**src/rtl/tpm_chirp_gen.sv**
```systemverilog
module tpm_chirp_gen #(
  parameter int MW = 16,
  parameter int GW = 12,
  parameter int GF = 8,
  parameter int TW = 16,
  parameter int CW = 10
) (
  input  logic                 clk,
  input  logic                 rst_n,
  input  logic                 en,
  input  logic signed [MW-1:0] ramp_start,
  input  logic signed [MW-1:0] ramp_step,
  input  logic        [CW-1:0] ramp_len,
  input  logic signed [GW-1:0] gain,
  output logic signed [TW-1:0] tune_out,
  output logic signed [MW-1:0] fb_out,
  output logic                 dir_dn
);
  localparam int PW = MW + GW;
  localparam logic signed [PW-1:0] TMAX = PW'((64'sd1 <<< (TW-1)) - 1);
  localparam logic signed [PW-1:0] TMIN = -TMAX - 1;
  localparam logic signed [MW-1:0] MMIN = {1'b1, {(MW-1){1'b0}}};
  localparam logic signed [MW-1:0] MMAX = {1'b0, {(MW-1){1'b1}}};

  logic signed [MW-1:0] m;
  logic [CW-1:0] cnt;
  logic dir, run;

  wire last = ({1'b0, cnt} + 1'b1) >= {1'b0, ramp_len};

  always_ff @(posedge clk or negedge rst_n) begin
    if (!rst_n) begin
      m <= '0; cnt <= '0; dir <= 1'b0; run <= 1'b0;
    end else if (!en || !run) begin
      run <= en;
      m   <= ramp_start;
      cnt <= '0;
      dir <= 1'b0;
    end else begin
      m <= dir ? m - ramp_step : m + ramp_step;
      if (last) begin
        cnt <= '0;
        dir <= ~dir;
      end else begin
        cnt <= cnt + 1'b1;
      end
    end
  end

  logic signed [PW-1:0] prod, scaled;
  logic signed [TW-1:0] tune_sat;
  logic signed [MW-1:0] neg;

  assign prod   = $signed(m) * $signed(gain);
  assign scaled = prod >>> GF;
  assign tune_sat = (scaled > TMAX) ? TMAX[TW-1:0] :
                    (scaled < TMIN) ? TMIN[TW-1:0] : scaled[TW-1:0];
  assign neg = (m == MMIN) ? MMAX : -m;

  assign tune_out = run ? tune_sat : '0;
  assign fb_out   = run ? neg : '0;
  assign dir_dn   = run & dir;

  p_idle_zero_r2: assert property (@(posedge clk) disable iff (!rst_n)
    !en |=> (tune_out == '0 && fb_out == '0 && !dir_dn));

  p_rise_step_r3: assert property (@(posedge clk) disable iff (!rst_n)
    (en && run && !dir) |=> (m == $past(m) + $past(ramp_step)));

  p_fall_step_r4: assert property (@(posedge clk) disable iff (!rst_n)
    (en && run && dir) |=> (m == $past(m) - $past(ramp_step)));

  p_hold_dir_r4: assert property (@(posedge clk) disable iff (!rst_n)
    (en && run && !last) |=> $stable(dir));

  p_cnt_bound_r5: assert property (@(posedge clk) disable iff (!rst_n)
    (run && $stable(ramp_len) && ramp_len != '0) |-> (cnt < ramp_len));

  p_fb_sign_r6: assert property (@(posedge clk) disable iff (!rst_n)
    (run && m != '0 && m != MMIN) |-> (fb_out[MW-1] != m[MW-1]));

  p_tune_sign_r7: assert property (@(posedge clk) disable iff (!rst_n)
    (run && m > 0 && gain > 0) |-> (tune_out >= 0));

  p_no_wrap_r8: assert property (@(posedge clk) disable iff (!rst_n)
    (run && m < 0 && gain > 0) |-> (tune_out <= 0));
endmodule

```
**config.mk**
```make
export PLATFORM = sky130hd
export DESIGN_NAME = tpm_chirp_gen
export DESIGN_NICKNAME = d
export VERILOG_FILES = /design/src/rtl/tpm_chirp_gen.sv
export SDC_FILE = /design/constraint.sdc
export NUM_CORES = 1
export LEC_CHECK = 0
export CAP_MARGIN = 10
export CORE_MARGIN = 3
export CORE_UTILIZATION = 50
export CTS_CLUSTER_DIAMETER = 120
export CTS_CLUSTER_SIZE = 28
export DETAILED_ROUTE_END_ITERATION = 10
export PLACE_DENSITY = 0.68
export SYNTH_ARGS = -nofsm -noshare
export SYNTH_HDL_FRONTEND = slang
export SYNTH_SLANG_ARGS = --single-unit
```
**constraint.sdc**
```tcl
create_clock -name clk -period 9 [get_ports clk]
set_clock_uncertainty 0.15 [all_clocks]
set_input_delay 1.35 -clock clk [delete_from_list [all_inputs] [get_ports clk]]
set_output_delay 1.35 -clock clk [all_outputs]
set_load 0.01 [all_outputs]
```
==> run metrics, run 1 <==
flops & latches, synth 28; commonest cells after routing, fill and taps aside sky130_fd_sc_hd__inv_1, sky130_fd_sc_hd__fa_1, sky130_fd_sc_hd__nand2_1; max capacitance violation total 0; TritonCTS Sinks 28; placed cell count 1,545; post-detailed-route count of antenna-violating nets 0; EDFF count, synth 0; final-layout setup total negative slack 0 ns; pin count of the biggest net entering global routing 34; Die W ~150 um; number of nets in the final layout 1,620; number of setup violations in the final report 0; syn_area_per_cell ~8.4 um^2; final routed DRC violation total 0; Root Buffer sky130_fd_sc_hd__clkbuf_16; Critical Path AT 7.19 ns; maximum clock path buffer count 2; global-route total usage across every layer 0.2197; share of flip-flops with an asynchronous set or reset 1.000; Post-Syn Instances 1,149; full die area 21,030 um^2; fraction of final layout cells with drive strength greater than 1 0.1391; reg-to-reg slack, setup between 5 and 6 ns; std cell rows 50; adder-cell share of the synthesized area 0.4754; vias in the first global route 8,341; Synth area leader sky130_fd_sc_hd__fa_1; H-Tree Depth 1; top post-synthesis cells by area sky130_fd_sc_hd__fa_1, sky130_fd_sc_hd__ha_1, sky130_fd_sc_hd__inv_1, sky130_fd_sc_hd__dfrtp_1, sky130_fd_sc_hd__nand2_1; actual slew at the worst max-slew pin 0.9914 ns; kind of critical path input pin to output port; total non-filler cell area in the finished layout between 10,000 and 15,000 um^2; headroom to the max-slew limit 0.3375; Worst Hold Class flop to flop; top cell type's share of synthesized area 0.3666; simple-gate area share of the yosys netlist 0.1781; number of buffers created by CTS 3; post-detailed-route wirelength per cell around 15 um; combinational family with the most area after synthesis adder cells; post-synthesis xor/xnor area fraction 0.06344; last weighted congestion value of the routability-driven placer about 0.87; router iterations before antenna repair 7; die boundary height between 100 and 150 um; Via Count just over 8,000; final setup slack of the worst path around 0.31 ns; I/O pin cnt 90; Critical Path RT 7.50 ns; number of unique standard cell types used by synthesis between 50 and 60; clock tree from TritonCTS yes; pre-CTS setup slack -0.2850 ns; count of input and output buffers 89; commonest non-fill, non-tap cell in the layout sky130_fd_sc_hd__inv_1; Warnings, synthesis 0; global-route wire length before repair around 40,000 um; Floorplan Core Area between 15,000 and 20,000 um^2; drt total wl ~23,000 um; area of the mapped netlist 9664 um^2; number of failing hold endpoints at the final stage 0; post-synthesis sequential area ratio 0.07250; antenna violations before repair 1; half-perimeter wire length of the detailed placement result between 15,000 and 20,000 um; Setup crit start kind input pin; maximum net fanout on the critical path 13; hold-fix buffer count after cts 0; status completed; worst-skew pair later-pin latency between 0.2 and 0.3 ns; primary flip-flop cell chosen by synthesis mapping sky130_fd_sc_hd__dfrtp_1; portion of netlist area occupied by mux cells 0.005438; detailed-route vias per instance 5.156; maximum achievable frequency 115.0 MHz; clock period minus worst slack between 8 and 9 ns; effective utilization at floorplan 0.5132; Detailed Route Iter0 Violations about 340; Worst setup EP type output port; synth-to-layout area growth 23.72%; Post-Place Cell Area ~11,000 um^2; Synth Area in Compound Gates 0.08778; CTS clk-pin slew, worst paths 0.07 ns; total nets after synthesis approximately 1,500; Finished Layout Cells ~1,600; total congestion overflow after global routing 0; fin crit share 0.9661; Slew Viols, Final 0
==> per-layer routing <==
layer / up-vias / GRT usage / part of all wire
li1: 3818 / - / -
met1: 4029 / 0.2866 / 0.41
met2: 171 / 0.3927 / 0.53
met3: 36 / 0.02842 / 0.038
met4: 0 / 0.04893 / 0.024
met5: - / 0 / 0
==> critical path, cell delays in order <==
cell and delay, ns:
sky130_fd_sc_hd__clkdlybuf4s50_1 0.40, sky130_fd_sc_hd__buf_4 0.18, sky130_fd_sc_hd__and2_1 0.18, sky130_fd_sc_hd__fa_1 0.48, sky130_fd_sc_hd__ha_1 0.34, sky130_fd_sc_hd__inv_1 0.07
sky130_fd_sc_hd__fa_1 0.50, sky130_fd_sc_hd__inv_1 0.05, sky130_fd_sc_hd__fa_1 0.47, sky130_fd_sc_hd__inv_1 0.05, sky130_fd_sc_hd__fa_1 0.53, sky130_fd_sc_hd__inv_1 0.04
sky130_fd_sc_hd__ha_1 0.28, sky130_fd_sc_hd__nand2_1 0.04, sky130_fd_sc_hd__or3_1 0.33, sky130_fd_sc_hd__and3b_2 0.25, sky130_fd_sc_hd__nor4_4 0.42, sky130_fd_sc_hd__o21a_1 0.17
sky130_fd_sc_hd__or4_1 0.10, sky130_fd_sc_hd__nand4_1 0.16, sky130_fd_sc_hd__buf_4 0.19, sky130_fd_sc_hd__o21ai_4 0.21, sky130_fd_sc_hd__buf_6 0.17, sky130_fd_sc_hd__o22ai_2 0.07
sky130_fd_sc_hd__buf_2 0.15
==> registers in the layout, indices dropped and copies added, names as in the netlist <==
name	flops
cnt	10
run	1
dir	1
m	16
==> area by class of cell <==
type / instances / area (um^2)
antenna: 1 / 2.502
clock buffer: 3 / 75.07
timing repair buffer: 195 / 1798
clock inverter: 1 / 30.03
multi-input combinational: 823 / 8079
inverter: 251 / 945.9
tap: 260 / 325.3
fill: 1631 / 6874
sequential: 28 / 700.7
==> synth_stat cells, drive strengths merged (15+ instances only) <==
cell	instances
nand2	159
xor2	23
inv	251
nor2	48
and2	62
dfrtp	28
nor3	17
fa	177
xnor2	47
clkbuf	42
o21ai	30
o22ai	15
a21oi	34
o21a	20
ha	84
==> timing repair <==
item,in CTS,in global routing
pin swaps,2,45
resized for setup,18,101
gates cloned,0,3
buffers inserted,4,5
endpoints found under the hold margin,0,0
endpoints found under the setup margin,15,16
==> cells by family after synthesis <==
kind of cell / count (synthesis)
AO/OA/AOI/OAI: 134
XOR/XNOR: 70
adder cells (fa/ha/maj): 261
buffers and inverters: 298
flip-flops: 28
multiplexers: 5
AND/OR/NAND/NOR: 353
==> final timing paths <==
kind | startpoint | to | cells past startpoint
max in group asynchronous | rst_n | cnt[1] | 2
max reg2reg | dir | m[12] | 11
min | cnt[0] | cnt[0] | 1
min in group asynchronous | rst_n | m[2] | 2
max | gain[2] | tune_out[3] | 25
min reg2reg | cnt[0] | cnt[0] | 1
==> metrics by stage <==
stage	hold WS, ns	util
2_1_floorplan	0.3218	-
3_3_place_gp	0.3577	0.6101
3_5_place_dp	0.3705	0.6101
4_1_cts	0.3790	0.6178
5_1_grt	0.4055	0.6350
6_report	0.3757	0.6350
Power of run 1 is left out: the tool's default activity adds up to more than one toggle a clock period on the data nets, which glitch-free logic cannot reach.
==> run 2, diff against run 1 <==
--- a/config.mk
+++ b/config.mk
@@ -6,12 +6,12 @@
 export NUM_CORES = 1
 export LEC_CHECK = 0
 export CAP_MARGIN = 10
-export CORE_MARGIN = 3
-export CORE_UTILIZATION = 50
+export CORE_MARGIN = 8
+export CORE_UTILIZATION = 59
 export CTS_CLUSTER_DIAMETER = 120
 export CTS_CLUSTER_SIZE = 28
 export DETAILED_ROUTE_END_ITERATION = 10
-export PLACE_DENSITY = 0.68
+export PLACE_DENSITY = 0.79
 export SYNTH_ARGS = -nofsm -noshare
 export SYNTH_HDL_FRONTEND = slang
 export SYNTH_SLANG_ARGS = --single-unit
==> run metrics, run 2 (synthesized netlist as in run 1, its figures left out) <==
placed cell count approximately 1,500; router iterations before antenna repair 5; maximum clock path buffer count 2; Finished Layout Cells between 1,500 and 2,000; cells traversed along the worst timing path clkdlybuf4s50_1 -> buf_12 -> nand2_1 -> fa_1 -> inv_1 -> fa_1 -> fa_1 -> fa_1 -> inv_1 -> fa_1 -> inv_1 -> ha_1 -> a21oi_1 -> o21ai_1 -> a221o_1 -> nand2_1 -> o21ai_1 -> or4_1 -> nand4_1 -> buf_4 -> o21ai_4 -> buf_6 -> o22ai_1 -> clkbuf_2; post-detailed-route wirelength per cell roughly 16 um; registers with the most flip-flops m: 16 flops, cnt: 10 flops; Die W about 140 um; global-route wire length before repair between 30,000 and 40,000 um; Setup crit start kind input pin; Detailed Route Iter0 Violations 415; die boundary height 144.0 um; worst slack on hold paths 0.3750 ns; register ranked first by flip-flop count m; final routed DRC violation total 0; cell repeated most along the worst path sky130_fd_sc_hd__fa_1; total congestion overflow after global routing 0; pin count of the biggest net entering global routing 34; H-Tree Depth 1; commonest cells after routing, fill and taps aside sky130_fd_sc_hd__inv_1, sky130_fd_sc_hd__fa_1, sky130_fd_sc_hd__nand2_1; antenna violations before repair 1; Critical Path AT 7.31 ns; Slew Viols, Final 0; Worst setup EP type output port; Top delay family on crit path adder cells; cell at the slowest stage of the critical path sky130_fd_sc_hd__fa_1; total non-filler cell area in the finished layout 11,610 um^2; synth-to-layout area growth 20.12%; commonest non-fill, non-tap cell in the layout sky130_fd_sc_hd__inv_1; count of input and output buffers 89; hold-fix buffer count after cts 0; post-detailed-route count of antenna-violating nets 0; Critical Path RT 7.50 ns; number of nets in the final layout 1,613; Crit path buffers/inverters 8; maximum net fanout on the critical path 16; std cell rows 46; global-route total usage across every layer 0.2312; maximum achievable frequency 113.5 MHz; headroom to the max-slew limit 0.3340; TritonCTS Sinks 28; actual slew at the worst max-slew pin 0.9965 ns; Slowest Stage Delay on Critical Path between 0.5 and 0.6 ns; status completed; Via Count between 8,000 and 9,000; Worst Hold Class flop to flop; worst-skew pair later-pin latency approximately 0.27 ns; number of failing hold endpoints at the final stage 0; I/O pin cnt 90; Root Buffer sky130_fd_sc_hd__clkbuf_16; Floorplan Core Area about 16,000 um^2; detailed-route vias per instance 5.395; fin crit share 0.9790; clock period minus worst slack just under 9 ns; number of setup violations in the final report 0; CTS clk-pin slew, worst paths around 0.070 ns; Post-Place Cell Area roughly 11,000 um^2; effective utilization at floorplan 0.6062; max reg flops 16; vias in the first global route between 8,000 and 9,000; last weighted congestion value of the routability-driven placer just over 0.9; number of buffers created by CTS 3; kind of critical path input pin to output port; half-perimeter wire length of the detailed placement result between 15,000 and 20,000 um; max capacitance violation total 0; full die area roughly 21,000 um^2; clock tree from TritonCTS yes; post-route core utilization 0.7281; drt total wl 23,750 um; fraction of final layout cells with drive strength greater than 1 0.1113
run 2: cell count changes in the layout (fill, tap and decap cells not counted), sizes merged:
cell           delta
clkbuf            +9
clkdlybuf4s50     -2
dlymetal6s2s      +1
dlygate4sd2       +1
buf              -16
run 2: layout make-up:
cell class	count	area, um^2
Timing Repair Buffer	188	1693
Fill cell	1216	4334
Antenna cell	1	2.502
Tap cell	216	270.3
Inverter	251	945.9
Multi-Input combinational cell	823	7891
Sequential cell	28	700.7
Clock inverter	1	30.03
Clock buffer	3	75.07
run 2: stage by stage:
stage          setup TNS [ns]  setup slack (ns)
4_1_cts                     0        0.00005507
2_1_floorplan               0            0.5249
6_report                    0            0.1889
5_1_grt               -0.1650          -0.02900
3_5_place_dp           -4.632           -0.3474
3_3_place_gp           -2.505           -0.1807
run 2: worst paths after layout:
kind | slack, ns | cells after the start | startpoint | end
max reg2reg | 5.40 | 11 | dir | m[14]
min | 0.38 | 1 | cnt[0] | cnt[0]
max | 0.19 | 24 | gain[7] | tune_out[7]
max in group asynchronous | 7.10 | 2 | rst_n | m[12]
min in group asynchronous | 1.30 | 2 | rst_n | m[0]
min reg2reg | 0.38 | 1 | cnt[0] | cnt[0]
run 2: what timing repair did:
item                                    4_1_cts  5_1_grt
buffers inserted                              4        2
gates cloned                                  0        3
hold endpoints to repair                      0        0
pin swaps                                     1       13
endpoints found under the setup margin       15       16
gates resized for setup                      27       52
run 2: layer usage:
layer  vias to the layer above  wire length, um  global-route usage
met1                      4029             9194              0.2815
li1                       3808                -                   -
met5                         -                0                   0
met3                        66             1195             0.02704
met4                         0              877             0.08467
met2                       249            12480              0.4129
Power of run 2 is left out for the same reason.
